$ cat src/rtl/fc_pkg.sv
package fc_pkg;
  typedef enum logic [1:0] {RD_ARRAY, RD_STATUS, RD_ID, RD_QUERY} rd_mode_e;
  typedef enum logic [2:0] {
    ST_IDLE, ST_ERS_SETUP, ST_PRG_SETUP, ST_PRG_BUSY, ST_ERS_BUSY, ST_ERS_PAUSE
  } cmd_state_e;

  localparam logic [7:0] OP_READ_ARRAY = 8'hFF;
  localparam logic [7:0] OP_READ_STAT  = 8'h70;
  localparam logic [7:0] OP_READ_ID    = 8'h90;
  localparam logic [7:0] OP_QUERY      = 8'h98;
  localparam logic [7:0] OP_ERS_SETUP  = 8'h20;
  localparam logic [7:0] OP_PRG_SETUP  = 8'h40;
  localparam logic [7:0] OP_PAUSE      = 8'hB0;
  localparam logic [7:0] OP_CONFIRM    = 8'hD0;
  localparam logic [7:0] OP_CLR_STAT   = 8'h50;

  function automatic logic [15:0] merge_program(input logic [15:0] old_w, input logic [15:0] new_w);
    return old_w & new_w;
  endfunction

  function automatic logic [15:0] id_word(input logic [1:0] idx, input logic [15:0] maker,
                                          input logic [15:0] device, input logic [15:0] prot);
    case (idx)
      2'd0:    return maker;
      2'd1:    return device;
      2'd2:    return prot;
      default: return 16'h0000;
    endcase
  endfunction

  function automatic logic [15:0] query_word(input logic [3:0] idx, input int unsigned nblk,
                                             input int unsigned bwords, input int unsigned pcyc,
                                             input int unsigned ecyc);
    case (idx)
      4'd0:    return 16'h0051;
      4'd1:    return 16'h0052;
      4'd2:    return 16'h0059;
      4'd3:    return 16'(nblk);
      4'd4:    return 16'(bwords);
      4'd5:    return 16'(pcyc);
      4'd6:    return 16'(ecyc);
      default: return 16'h0000;
    endcase
  endfunction
endpackage

$ cat src/rtl/fc_op_timer.sv
module fc_op_timer #(
  parameter int unsigned PRG_CYCLES = 6,
  parameter int unsigned ERS_CYCLES = 20,
  localparam int unsigned MAXC = (PRG_CYCLES > ERS_CYCLES) ? PRG_CYCLES : ERS_CYCLES,
  localparam int unsigned CNT_W = $clog2(MAXC + 1)
) (
  input  logic clk,
  input  logic rst_n,
  input  logic load,
  input  logic load_erase,
  input  logic run,
  output logic done
);
  logic [CNT_W-1:0] cnt_q;

  always_ff @(posedge clk or negedge rst_n) begin
    if (!rst_n) cnt_q <= '0;
    else if (load) cnt_q <= load_erase ? CNT_W'(ERS_CYCLES - 1) : CNT_W'(PRG_CYCLES - 1);
    else if (run && cnt_q != '0) cnt_q <= cnt_q - 1'b1;
  end

  assign done = run && (cnt_q == '0);
endmodule

$ cat src/rtl/fc_storage.sv
module fc_storage #(
  parameter int unsigned NUM_BLOCKS  = 4,
  parameter int unsigned BLOCK_WORDS = 8,
  localparam int unsigned NUM_WORDS = NUM_BLOCKS * BLOCK_WORDS,
  localparam int unsigned ADDR_W = $clog2(NUM_WORDS),
  localparam int unsigned OFS_W = $clog2(BLOCK_WORDS)
) (
  input  logic              clk,
  input  logic              rst_n,
  input  logic              do_prg,
  input  logic              do_ers,
  input  logic [ADDR_W-1:0] op_addr,
  input  logic [15:0]       op_data,
  input  logic [ADDR_W-1:0] rd_addr,
  output logic [15:0]       rd_data
);
  import fc_pkg::*;
  logic [15:0] words [NUM_WORDS];

  for (genvar g = 0; g < NUM_WORDS; g++) begin : g_word
    localparam logic [ADDR_W-1:0] MY_ADDR = ADDR_W'(g);
    logic [15:0] q;
    logic hit_word, hit_blk;
    assign hit_word = (op_addr == MY_ADDR);
    assign hit_blk  = (op_addr[ADDR_W-1:OFS_W] == MY_ADDR[ADDR_W-1:OFS_W]);
    always_ff @(posedge clk or negedge rst_n) begin
      if (!rst_n) q <= 16'hFFFF;
      else if (do_ers && hit_blk) q <= 16'hFFFF;
      else if (do_prg && hit_word) q <= merge_program(q, op_data);
    end
    assign words[g] = q;
  end

  assign rd_data = words[rd_addr];
endmodule

$ cat src/rtl/fc_cmd_fsm.sv
module fc_cmd_fsm #(
  parameter int unsigned ADDR_W = 5
) (
  input  logic                clk,
  input  logic                rst_n,
  input  logic                wr_en,
  input  logic [ADDR_W-1:0]   addr,
  input  logic [15:0]         wdata,
  input  logic                blk_prot,
  input  logic                timer_done,
  output fc_pkg::rd_mode_e    mode_o,
  output logic [7:0]          status_o,
  output logic                busy_o,
  output logic [ADDR_W-1:0]   op_addr_o,
  output logic [15:0]         op_data_o,
  output logic                timer_load_o,
  output logic                timer_erase_o,
  output logic                timer_run_o,
  output logic                bad_confirm_o,
  output logic                prot_hit_o,
  output logic                do_prg_o,
  output logic                do_ers_o
);
  import fc_pkg::*;
  cmd_state_e state_q;
  rd_mode_e   mode_q;
  logic       err_ers_q, err_prg_q, err_prot_q;
  logic [7:0] cmd;

  assign cmd = wdata[7:0];

  logic ers_wr, prg_wr;
  assign ers_wr = (state_q == ST_ERS_SETUP) && wr_en;
  assign prg_wr = (state_q == ST_PRG_SETUP) && wr_en;

  assign bad_confirm_o = ers_wr && (cmd != OP_CONFIRM);
  assign prot_hit_o    = ((ers_wr && cmd == OP_CONFIRM) || prg_wr) && blk_prot;
  assign timer_load_o  = ((ers_wr && cmd == OP_CONFIRM) || prg_wr) && !blk_prot;
  assign timer_erase_o = (state_q == ST_ERS_SETUP);
  assign busy_o        = (state_q == ST_PRG_BUSY) || (state_q == ST_ERS_BUSY);
  assign timer_run_o   = busy_o;
  assign do_prg_o      = (state_q == ST_PRG_BUSY) && timer_done;
  assign do_ers_o      = (state_q == ST_ERS_BUSY) && timer_done;
  assign mode_o        = mode_q;
  assign status_o      = {!busy_o, state_q == ST_ERS_PAUSE, err_ers_q, err_prg_q,
                          2'b00, err_prot_q, 1'b0};

  always_ff @(posedge clk or negedge rst_n) begin
    if (!rst_n) begin
      state_q    <= ST_IDLE;
      mode_q     <= RD_ARRAY;
      err_ers_q  <= 1'b0;
      err_prg_q  <= 1'b0;
      err_prot_q <= 1'b0;
      op_addr_o  <= '0;
      op_data_o  <= '0;
    end else begin
      case (state_q)
        ST_IDLE: if (wr_en) begin
          case (cmd)
            OP_READ_ARRAY: mode_q <= RD_ARRAY;
            OP_READ_STAT:  mode_q <= RD_STATUS;
            OP_READ_ID:    mode_q <= RD_ID;
            OP_QUERY:      mode_q <= RD_QUERY;
            OP_CLR_STAT: begin
              err_ers_q  <= 1'b0;
              err_prg_q  <= 1'b0;
              err_prot_q <= 1'b0;
            end
            OP_ERS_SETUP:  state_q <= ST_ERS_SETUP;
            OP_PRG_SETUP:  state_q <= ST_PRG_SETUP;
            default:       mode_q <= RD_ARRAY;
          endcase
        end
        ST_ERS_SETUP: if (wr_en) begin
          mode_q <= RD_STATUS;
          if (cmd != OP_CONFIRM) begin
            err_ers_q <= 1'b1;
            err_prg_q <= 1'b1;
            state_q   <= ST_IDLE;
          end else if (blk_prot) begin
            err_ers_q  <= 1'b1;
            err_prot_q <= 1'b1;
            state_q    <= ST_IDLE;
          end else begin
            op_addr_o <= addr;
            state_q   <= ST_ERS_BUSY;
          end
        end
        ST_PRG_SETUP: if (wr_en) begin
          mode_q <= RD_STATUS;
          if (blk_prot) begin
            err_prg_q  <= 1'b1;
            err_prot_q <= 1'b1;
            state_q    <= ST_IDLE;
          end else begin
            op_addr_o <= addr;
            op_data_o <= wdata;
            state_q   <= ST_PRG_BUSY;
          end
        end
        ST_PRG_BUSY: begin
          if (wr_en && cmd == OP_READ_STAT) mode_q <= RD_STATUS;
          if (timer_done) state_q <= ST_IDLE;
        end
        ST_ERS_BUSY: begin
          if (timer_done) state_q <= ST_IDLE;
          else if (wr_en && cmd == OP_PAUSE) begin
            state_q <= ST_ERS_PAUSE;
            mode_q  <= RD_STATUS;
          end else if (wr_en && cmd == OP_READ_STAT) mode_q <= RD_STATUS;
        end
        ST_ERS_PAUSE: if (wr_en) begin
          case (cmd)
            OP_READ_ARRAY: mode_q <= RD_ARRAY;
            OP_READ_STAT:  mode_q <= RD_STATUS;
            OP_READ_ID:    mode_q <= RD_ID;
            OP_QUERY:      mode_q <= RD_QUERY;
            OP_CONFIRM: begin
              state_q <= ST_ERS_BUSY;
              mode_q  <= RD_STATUS;
            end
            default: ;
          endcase
        end
        default: state_q <= ST_IDLE;
      endcase
    end
  end
endmodule

$ cat src/rtl/flash_cmd_ctrl.sv
module flash_cmd_ctrl #(
  parameter int unsigned NUM_BLOCKS  = 4,
  parameter int unsigned BLOCK_WORDS = 8,
  parameter int unsigned PRG_CYCLES  = 6,
  parameter int unsigned ERS_CYCLES  = 20,
  parameter logic [NUM_BLOCKS-1:0] PROT_INIT = 4'b1000,
  parameter logic [15:0] MAKER_CODE  = 16'h00A5,
  parameter logic [15:0] DEVICE_CODE = 16'h1234,
  localparam int unsigned ADDR_W = $clog2(NUM_BLOCKS * BLOCK_WORDS),
  localparam int unsigned OFS_W  = $clog2(BLOCK_WORDS)
) (
  input  logic              clk,
  input  logic              rst_n,
  input  logic              wr_en,
  input  logic [ADDR_W-1:0] addr,
  input  logic [15:0]       wdata,
  output logic [15:0]       rdata
);
  import fc_pkg::*;

  rd_mode_e          mode;
  logic [7:0]        status;
  logic              busy, blk_prot, timer_done, timer_load, timer_erase, timer_run;
  logic              bad_confirm, prot_hit, do_prg, do_ers, op_done;
  logic [ADDR_W-1:0] op_addr;
  logic [15:0]       op_data, store_rd;

  assign blk_prot = PROT_INIT[addr[ADDR_W-1:OFS_W]];
  assign op_done  = do_prg || do_ers;

  fc_cmd_fsm #(.ADDR_W(ADDR_W)) u_fsm (
    .clk(clk), .rst_n(rst_n), .wr_en(wr_en), .addr(addr), .wdata(wdata),
    .blk_prot(blk_prot), .timer_done(timer_done), .mode_o(mode), .status_o(status),
    .busy_o(busy), .op_addr_o(op_addr), .op_data_o(op_data), .timer_load_o(timer_load),
    .timer_erase_o(timer_erase), .timer_run_o(timer_run), .bad_confirm_o(bad_confirm),
    .prot_hit_o(prot_hit), .do_prg_o(do_prg), .do_ers_o(do_ers)
  );

  fc_op_timer #(.PRG_CYCLES(PRG_CYCLES), .ERS_CYCLES(ERS_CYCLES)) u_timer (
    .clk(clk), .rst_n(rst_n), .load(timer_load), .load_erase(timer_erase),
    .run(timer_run), .done(timer_done)
  );

  fc_storage #(.NUM_BLOCKS(NUM_BLOCKS), .BLOCK_WORDS(BLOCK_WORDS)) u_store (
    .clk(clk), .rst_n(rst_n), .do_prg(do_prg), .do_ers(do_ers), .op_addr(op_addr),
    .op_data(op_data), .rd_addr(addr), .rd_data(store_rd)
  );

  always_comb begin
    if (busy) rdata = {8'h00, status};
    else begin
      case (mode)
        RD_ARRAY:  rdata = store_rd;
        RD_STATUS: rdata = {8'h00, status};
        RD_ID:     rdata = id_word(addr[1:0], MAKER_CODE, DEVICE_CODE, 16'(PROT_INIT));
        default:   rdata = query_word(addr[3:0], NUM_BLOCKS, BLOCK_WORDS, PRG_CYCLES, ERS_CYCLES);
      endcase
    end
  end
endmodule

$ cat config.mk
export PLATFORM = sky130hd
export DESIGN_NAME = flash_cmd_ctrl
export DESIGN_NICKNAME = d
export VERILOG_FILES = /design/src/rtl/fc_pkg.sv /design/src/rtl/fc_op_timer.sv /design/src/rtl/fc_storage.sv /design/src/rtl/fc_cmd_fsm.sv /design/src/rtl/flash_cmd_ctrl.sv
export SDC_FILE = /design/constraint.sdc
export NUM_CORES = 1
export LEC_CHECK = 0
export BUFFER_PORTS_ARGS = -buffer_cell sky130_fd_sc_hd__buf_2
export CAP_MARGIN = 20
export CORE_MARGIN = 4
export CORE_UTILIZATION = 50
export CTS_CLUSTER_DIAMETER = 40
export CTS_CLUSTER_SIZE = 25
export DETAILED_ROUTE_END_ITERATION = 8
export PLACE_DENSITY = 0.66
export SLEW_MARGIN = 5
export SYNTH_ARGS = -nofsm -noshare
export SYNTH_HDL_FRONTEND = slang
export SYNTH_SLANG_ARGS = --single-unit
$ cat constraint.sdc
create_clock -name clk -period 3.3 [get_ports clk]
set_clock_uncertainty 0.1 [all_clocks]
set_input_delay 0.165 -clock clk [delete_from_list [all_inputs] [get_ports clk]]
set_output_delay 0.165 -clock clk [all_outputs]
set_load 0.02 [all_outputs]
# Yosys cells after proc, flatten, opt, wreduce, memory -nomap -nowiden
# Cells that the tools add are included.
# totals
reg_bits	546
inputBits	24
output_inout_bits	16
word_cells	376
# classes
n_addsub	1
magnitude_cmp	2
eq_ne	76
n_mux	118
bitwise	34
n_reduce_logical	105
# ops
cell	n
$mux 16	67
$and 16x16->16	32
$bmux 16 s5	1
$eq 5x5->1 const B	16
$reduce_bool 2->1	35
$pmux 7 s7	1
$pmux 16 s3	1
$logic_and 1x1->1	46
$eq 5x4->1 const B	8
$eq 8x8->1 const B	5
$pmux 13 s3	1
$mux 5	7
$mux 3	10
$eq 8x7->1 const B	3
$eq 5x3->1 const B	4
$ne 2x2->1 const B	9
$pmux 3 s6	1
$pmux 2 s4	2
$mux 2	7
$reduce_and 7->1	2
$mux 1	13
$eq 4x3->1 const B	3
$eq 5x2->1 const B	2
$logic_not 5->1	2
other kinds (39)	58

# Depth between registers and ports, before layout
# depth
depth_word	7
mapped_depth	10
depth_no_buf	7

# Hierarchy
# A second synthesis with hierarchy kept.
# hier_totals
cells_unflattened	2566
hier_area_um2	25847.3
# by_module_without_submodules
mod	n_inst	cells_per_inst	area_each_um2	seq_area_each_um2
fc_storage	1	2300	23349.9	13452.9
fc_cmd_fsm	1	169	1716.6	725.7
flash_cmd_ctrl	1	67	501.7	0.0
fc_op_timer	1	30	279.0	125.1

# Worst setup path after synthesis
# No wires, ideal clock.
# synth_path
kind	register -> output
start	register u_fsm.state_q[2]
end	output port rdata[10]
arrival_ps	2290
required_time_ps	3035
slack_ps	745
stages_incl_launch_ff	8
n_path_buf	3
path_cell_list	dfrtp_1 > clkbuf_1 > and3b_1 > clkbuf_1 > a21oi_1 > clkbuf_1 > o311ai_0 > nor4_1
# synth_via
elab_chain_len	3
# synth_lines
item	line_no	text
start, declared	fc_cmd_fsm.sv:25	cmd_state_e state_q;
start signal, assigned	fc_cmd_fsm.sv:50	state_q <= ST_IDLE;
start signal, assigned	fc_cmd_fsm.sv:70	OP_ERS_SETUP: state_q <= ST_ERS_SETUP;
start signal, assigned	fc_cmd_fsm.sv:71	OP_PRG_SETUP: state_q <= ST_PRG_SETUP;
$eq 3x2->1 or $eq 3x3->1 (tied branches)	fc_cmd_fsm.sv:40	assign busy_o = (state_q == ST_PRG_BUSY) || (state_q == ST_ERS_BUSY);
$logic_or 1x1->1 (*)	fc_cmd_fsm.sv:40	
$mux 16 (*)	flash_cmd_ctrl.sv:50	if (busy) rdata = {8'h00, status};
end, declared	flash_cmd_ctrl.sv:17	output logic [15:0] rdata
# Every way passes the cells marked *; elsewhere a longest branch is shown, timed or not.

# Worst setup path after layout
# layout_path
start	register u_fsm.mode_q[0] (netlist: u_fsm.mode_o[0])
end	output port rdata[7]
# layout_via
elab_chain_len	3
# layout_lines
item	line_no	text
start, declared	fc_cmd_fsm.sv:26	rd_mode_e mode_q;
start signal, assigned	fc_cmd_fsm.sv:51	mode_q <= RD_ARRAY;
start signal, assigned	fc_cmd_fsm.sv:61	OP_READ_ARRAY: mode_q <= RD_ARRAY;
start signal, assigned	fc_cmd_fsm.sv:62	OP_READ_STAT: mode_q <= RD_STATUS;
$eq 2x2->1 (tied with other cells)	flash_cmd_ctrl.sv:52	case (mode)
$pmux 16 s3 (*)	flash_cmd_ctrl.sv:52	
$mux 16 (*)	flash_cmd_ctrl.sv:50	
# Marked as above.

==> flow_metrics.env <==
export IMPL_status="completed"
export IMPL_p_leak_nw=13.6
export IMPL_multiInputGateArea_um2=10100
export IMPL_stdcell_count=3009
export IMPL_drcViolationCount=0
export IMPL_fin_hold_ws_ps=67.2
export IMPL_worstHoldPathType="in2reg"
export IMPL_cts_tree="done"
export IMPL_initial_utilization=0.510
export IMPL_cap_violations=0
export IMPL_synthCells=2271
export IMPL_place_congestion=0.904
export IMPL_cts_root_buf="clkbuf_16"
export IMPL_n_fill_cell=3980
export IMPL_place_inst=2847
export IMPL_tns_ps=0
export IMPL_die_h_um=232
export IMPL_p_per_area_nw_per_um2=793
export IMPL_critPathCaptureType="primary output"
export IMPL_htreeDepth=3
export IMPL_required_ps=3030
export IMPL_cp_start_kind="register"
export IMPL_postCtsSetupBuffers=0
export IMPL_path_max_fanout=11
export IMPL_grt_pass1_wl_mm=110
export IMPL_clk_pin_slew_ps=50
export IMPL_cp_arrival_ps=2940
export IMPL_drt_antenna_violating_nets=0
export IMPL_slowest_stage="or3b_2"
export IMPL_core_area_um2=49400
export IMPL_ir_drop_mv=0.777
export IMPL_dp_slack_ps=430
export IMPL_drive_gt1_frac=0.400
export IMPL_cp_cell_sequence="or3b_2 -> buf_4 -> nor2b_1 -> a211o_1 -> a21oi_1 -> nor3_1 -> buf_2"
export IMPL_areaGrowthSynthToFinish_pct=16.0
export IMPL_critPathKind="reg2out"
export IMPL_drv_slew=0
export IMPL_syn_nets=2297
export IMPL_antenna_found_initial=1
export IMPL_fp_dieArea_um2=53900
export IMPL_mappedNetlistArea_um2=25100
export IMPL_synth_cell_types=67
export IMPL_yosys_warnings=0
export IMPL_vias=18500
export IMPL_die_w_um=232
export IMPL_antenna_cells=0
export IMPL_setup_ws_ps=96.9
export IMPL_clockBufferDepth=3
export IMPL_clock_latency_ps=600
export IMPL_rsz0062_at_grt="false"
export IMPL_setup_viol=0
export IMPL_post_route_period_util=0.971
export IMPL_finalHoldViolCount=0
export IMPL_grt_overflow=0
export IMPL_grt_pass1_vias=18600
export IMPL_track_usage=0.264
export IMPL_dr_first_iter_drc_count=2028
export IMPL_grt_max_degree=129
export IMPL_yosys_register_bits=546
export IMPL_dr_pass1_iters=8
export IMPL_vias_per_cell=6.13
export IMPL_synth_top_flop_cell="dfstp_2"
export IMPL_fmax_mhz=312
export IMPL_wl_per_cell_um=23.2
export IMPL_nets=2312
export IMPL_io_buffers=39
export IMPL_rows=81
export IMPL_synth_edf_count=0
export IMPL_cts_buffers=75
export IMPL_postSynthAreaPerCell_um2=11.1
export IMPL_clkSinkCount=546
export IMPL_tightest_slew_ps=1100
export IMPL_maxSlewHeadroom=0.264
export IMPL_r2r_slack_ps=420
export IMPL_finalCriticalPeriod_ps=3200
export IMPL_seq_area_um2=14300
export IMPL_async_flop_share=1.00
export IMPL_io_pins=40
export IMPL_synth_yosys_seq_area_share=0.569
export IMPL_dp_hpwl_mm=42.1
export IMPL_slowest_delay_ps=690
export IMPL_wl_mm=69.9
[power by group]
| group | total (mW) | switching [mW] | internal, mW |
|---|---|---|---|
| Combinational | 4.29 | 2.26 | 2.03 |
| Clock | 8.23 | 3.18 | 5.05 |
| Sequential | 10.6 | 0.964 | 9.67 |
| Total | 23.1 | 6.40 | 16.7 |
[layout by cell type, fill, tap and decap left out, drive strengths merged, types with 6 or more instances in the layout]
master / instances
inv: 21
nand2: 571
bufinv: 6
clkinv: 12
dfstp: 512
nand3: 18
dfrtp: 34
a21oi: 20
dlygate4sd3: 19
o21ai: 526
nor2b: 20
nor2: 37
clkbuf: 97
nor4: 7
nand4: 6
clkinvlp: 7
nor3: 11
and4: 6
a22o: 7
mux2i: 23
mux4: 142
mux2: 21
o22ai: 7
nand2b: 10
buf: 121
[critical path, delay by kind of cell, from the launching register on]
| family | cells | cell delay [ps] |
|---|---|---|
| buffers and inverters | 2 | 460 |
| DFF | 1 | 540 |
| and+or+nand+nor | 3 | 1150 |
| AOI/OAI and AO/OA | 2 | 180 |
[cell usage after synthesis, types with 3 or more instances]
cell      count  area, µm²
o211ai_1      3       22.5
mux2i_1      23        230
buf_1        11       41.3
nor3_1       11       55.1
xnor2_1       4       35.0
nand2_1     570       2140
nand4_1       6       37.5
a21oi_1      20        100
a31oi_1       5       31.3
nor2b_1      20        125
dfrtp_1      34        851
mux2_4        9        135
o22ai_1       7       43.8
and4_1        6       52.6
buf_4         4       30.0
or3_1         3       18.8
nor3b_1       3       22.5
mux2_2       12        135
a22oi_1       5       37.5
nand3_1      18       90.1
inv_1         7       26.3
mux4_2      142       3200
clkbuf_1    162        608
or4_1         5       37.5
nor4_1        6       37.5
dfstp_2     512      13500
buf_2        24        120
nand3b_1      4       30.0
nand2b_1     10       62.6
a22o_1        7       61.3
a21o_1        3       22.5
nor4bb_1      3       30.0
nor2_1       37        139
o21ai_0     526       2630
xor2_1        4       35.0
a211oi_1      4       30.0
and3_1        4       25.0
nor4b_1       3       26.3
[path summary, 6_finish.rpt]
path / from / to / depth (start not counted)
setup / recovery: u_fsm.mode_o[0] / rdata[7] / 7
hold / removal: addr[4] / u_fsm.op_addr_o[4] / 4
setup reg to reg: u_timer.cnt_q[0] / u_store.g_word[23].q[9] / 7
hold reg to reg: u_store.g_word[30].q[1] / u_store.g_word[30].q[1] / 2
max in group asynchronous: rst_n / u_store.g_word[27].q[14] / 3
min in group asynchronous: rst_n / u_fsm.mode_o[0] / 2
[metal layers]
layer	wire, µm	vias up	global-route usage
met2	32200	825	0.397
li1	-	8007	-
met4	2040	0	0.0919
met5	0	-	0
met3	6020	130	0.0643
met1	29700	9489	0.379
[flip-flops by register name, indices dropped and copies added, names as in the netlist]
name and count:
u_store.g_word.q 512, u_fsm.err_ers_q 1, u_fsm.err_prg_q 1, u_fsm.op_addr_o 5, u_fsm.state_q 3, u_fsm.op_data_o 16, u_timer.cnt_q 5, u_fsm.err_prot_q 1
u_fsm.mode_o 2
[layout make-up]
type | count | area share
Clock buffer | 97 | 0.0720
Clock inverter | 39 | 0.0159
Inverter | 7 | 0.000900
Multi-Input combinational cell | 1516 | 0.345
Sequential cell | 546 | 0.490
Tap cell | 664 | 0.0285
Timing Repair Buffer | 140 | 0.0477
[stage by stage]
stage           util  power (mW)  cell area (µm²)
2_1_floorplan      -        13.4            25100
3_3_place_gp   0.532        14.6            26300
3_5_place_dp   0.532        14.9            26300
4_1_cts        0.588        23.2            29000
5_1_grt        0.591        24.3            29200
6_report       0.591        23.1            29200
[timing repair]
| item | in CTS | in global routing |
|---|---|---|
| setup endpoints to repair | 1 | 4 |
| hold endpoints to repair | 114 | 0 |
| resized for setup | 1 | 2 |
| hold buffers | 19 | 0 |
[logic make-up after synthesis]
family	after synthesis	synth area share
simple gates	720	0.121
compound gates	600	0.126
flops	546	0.569
buf+inv	209	0.0333
mux	186	0.147
xor+xnor	8	0.00279
fa+ha+maj	2	0.000995
No activity file was read; power rests on OpenSTA's default activity.
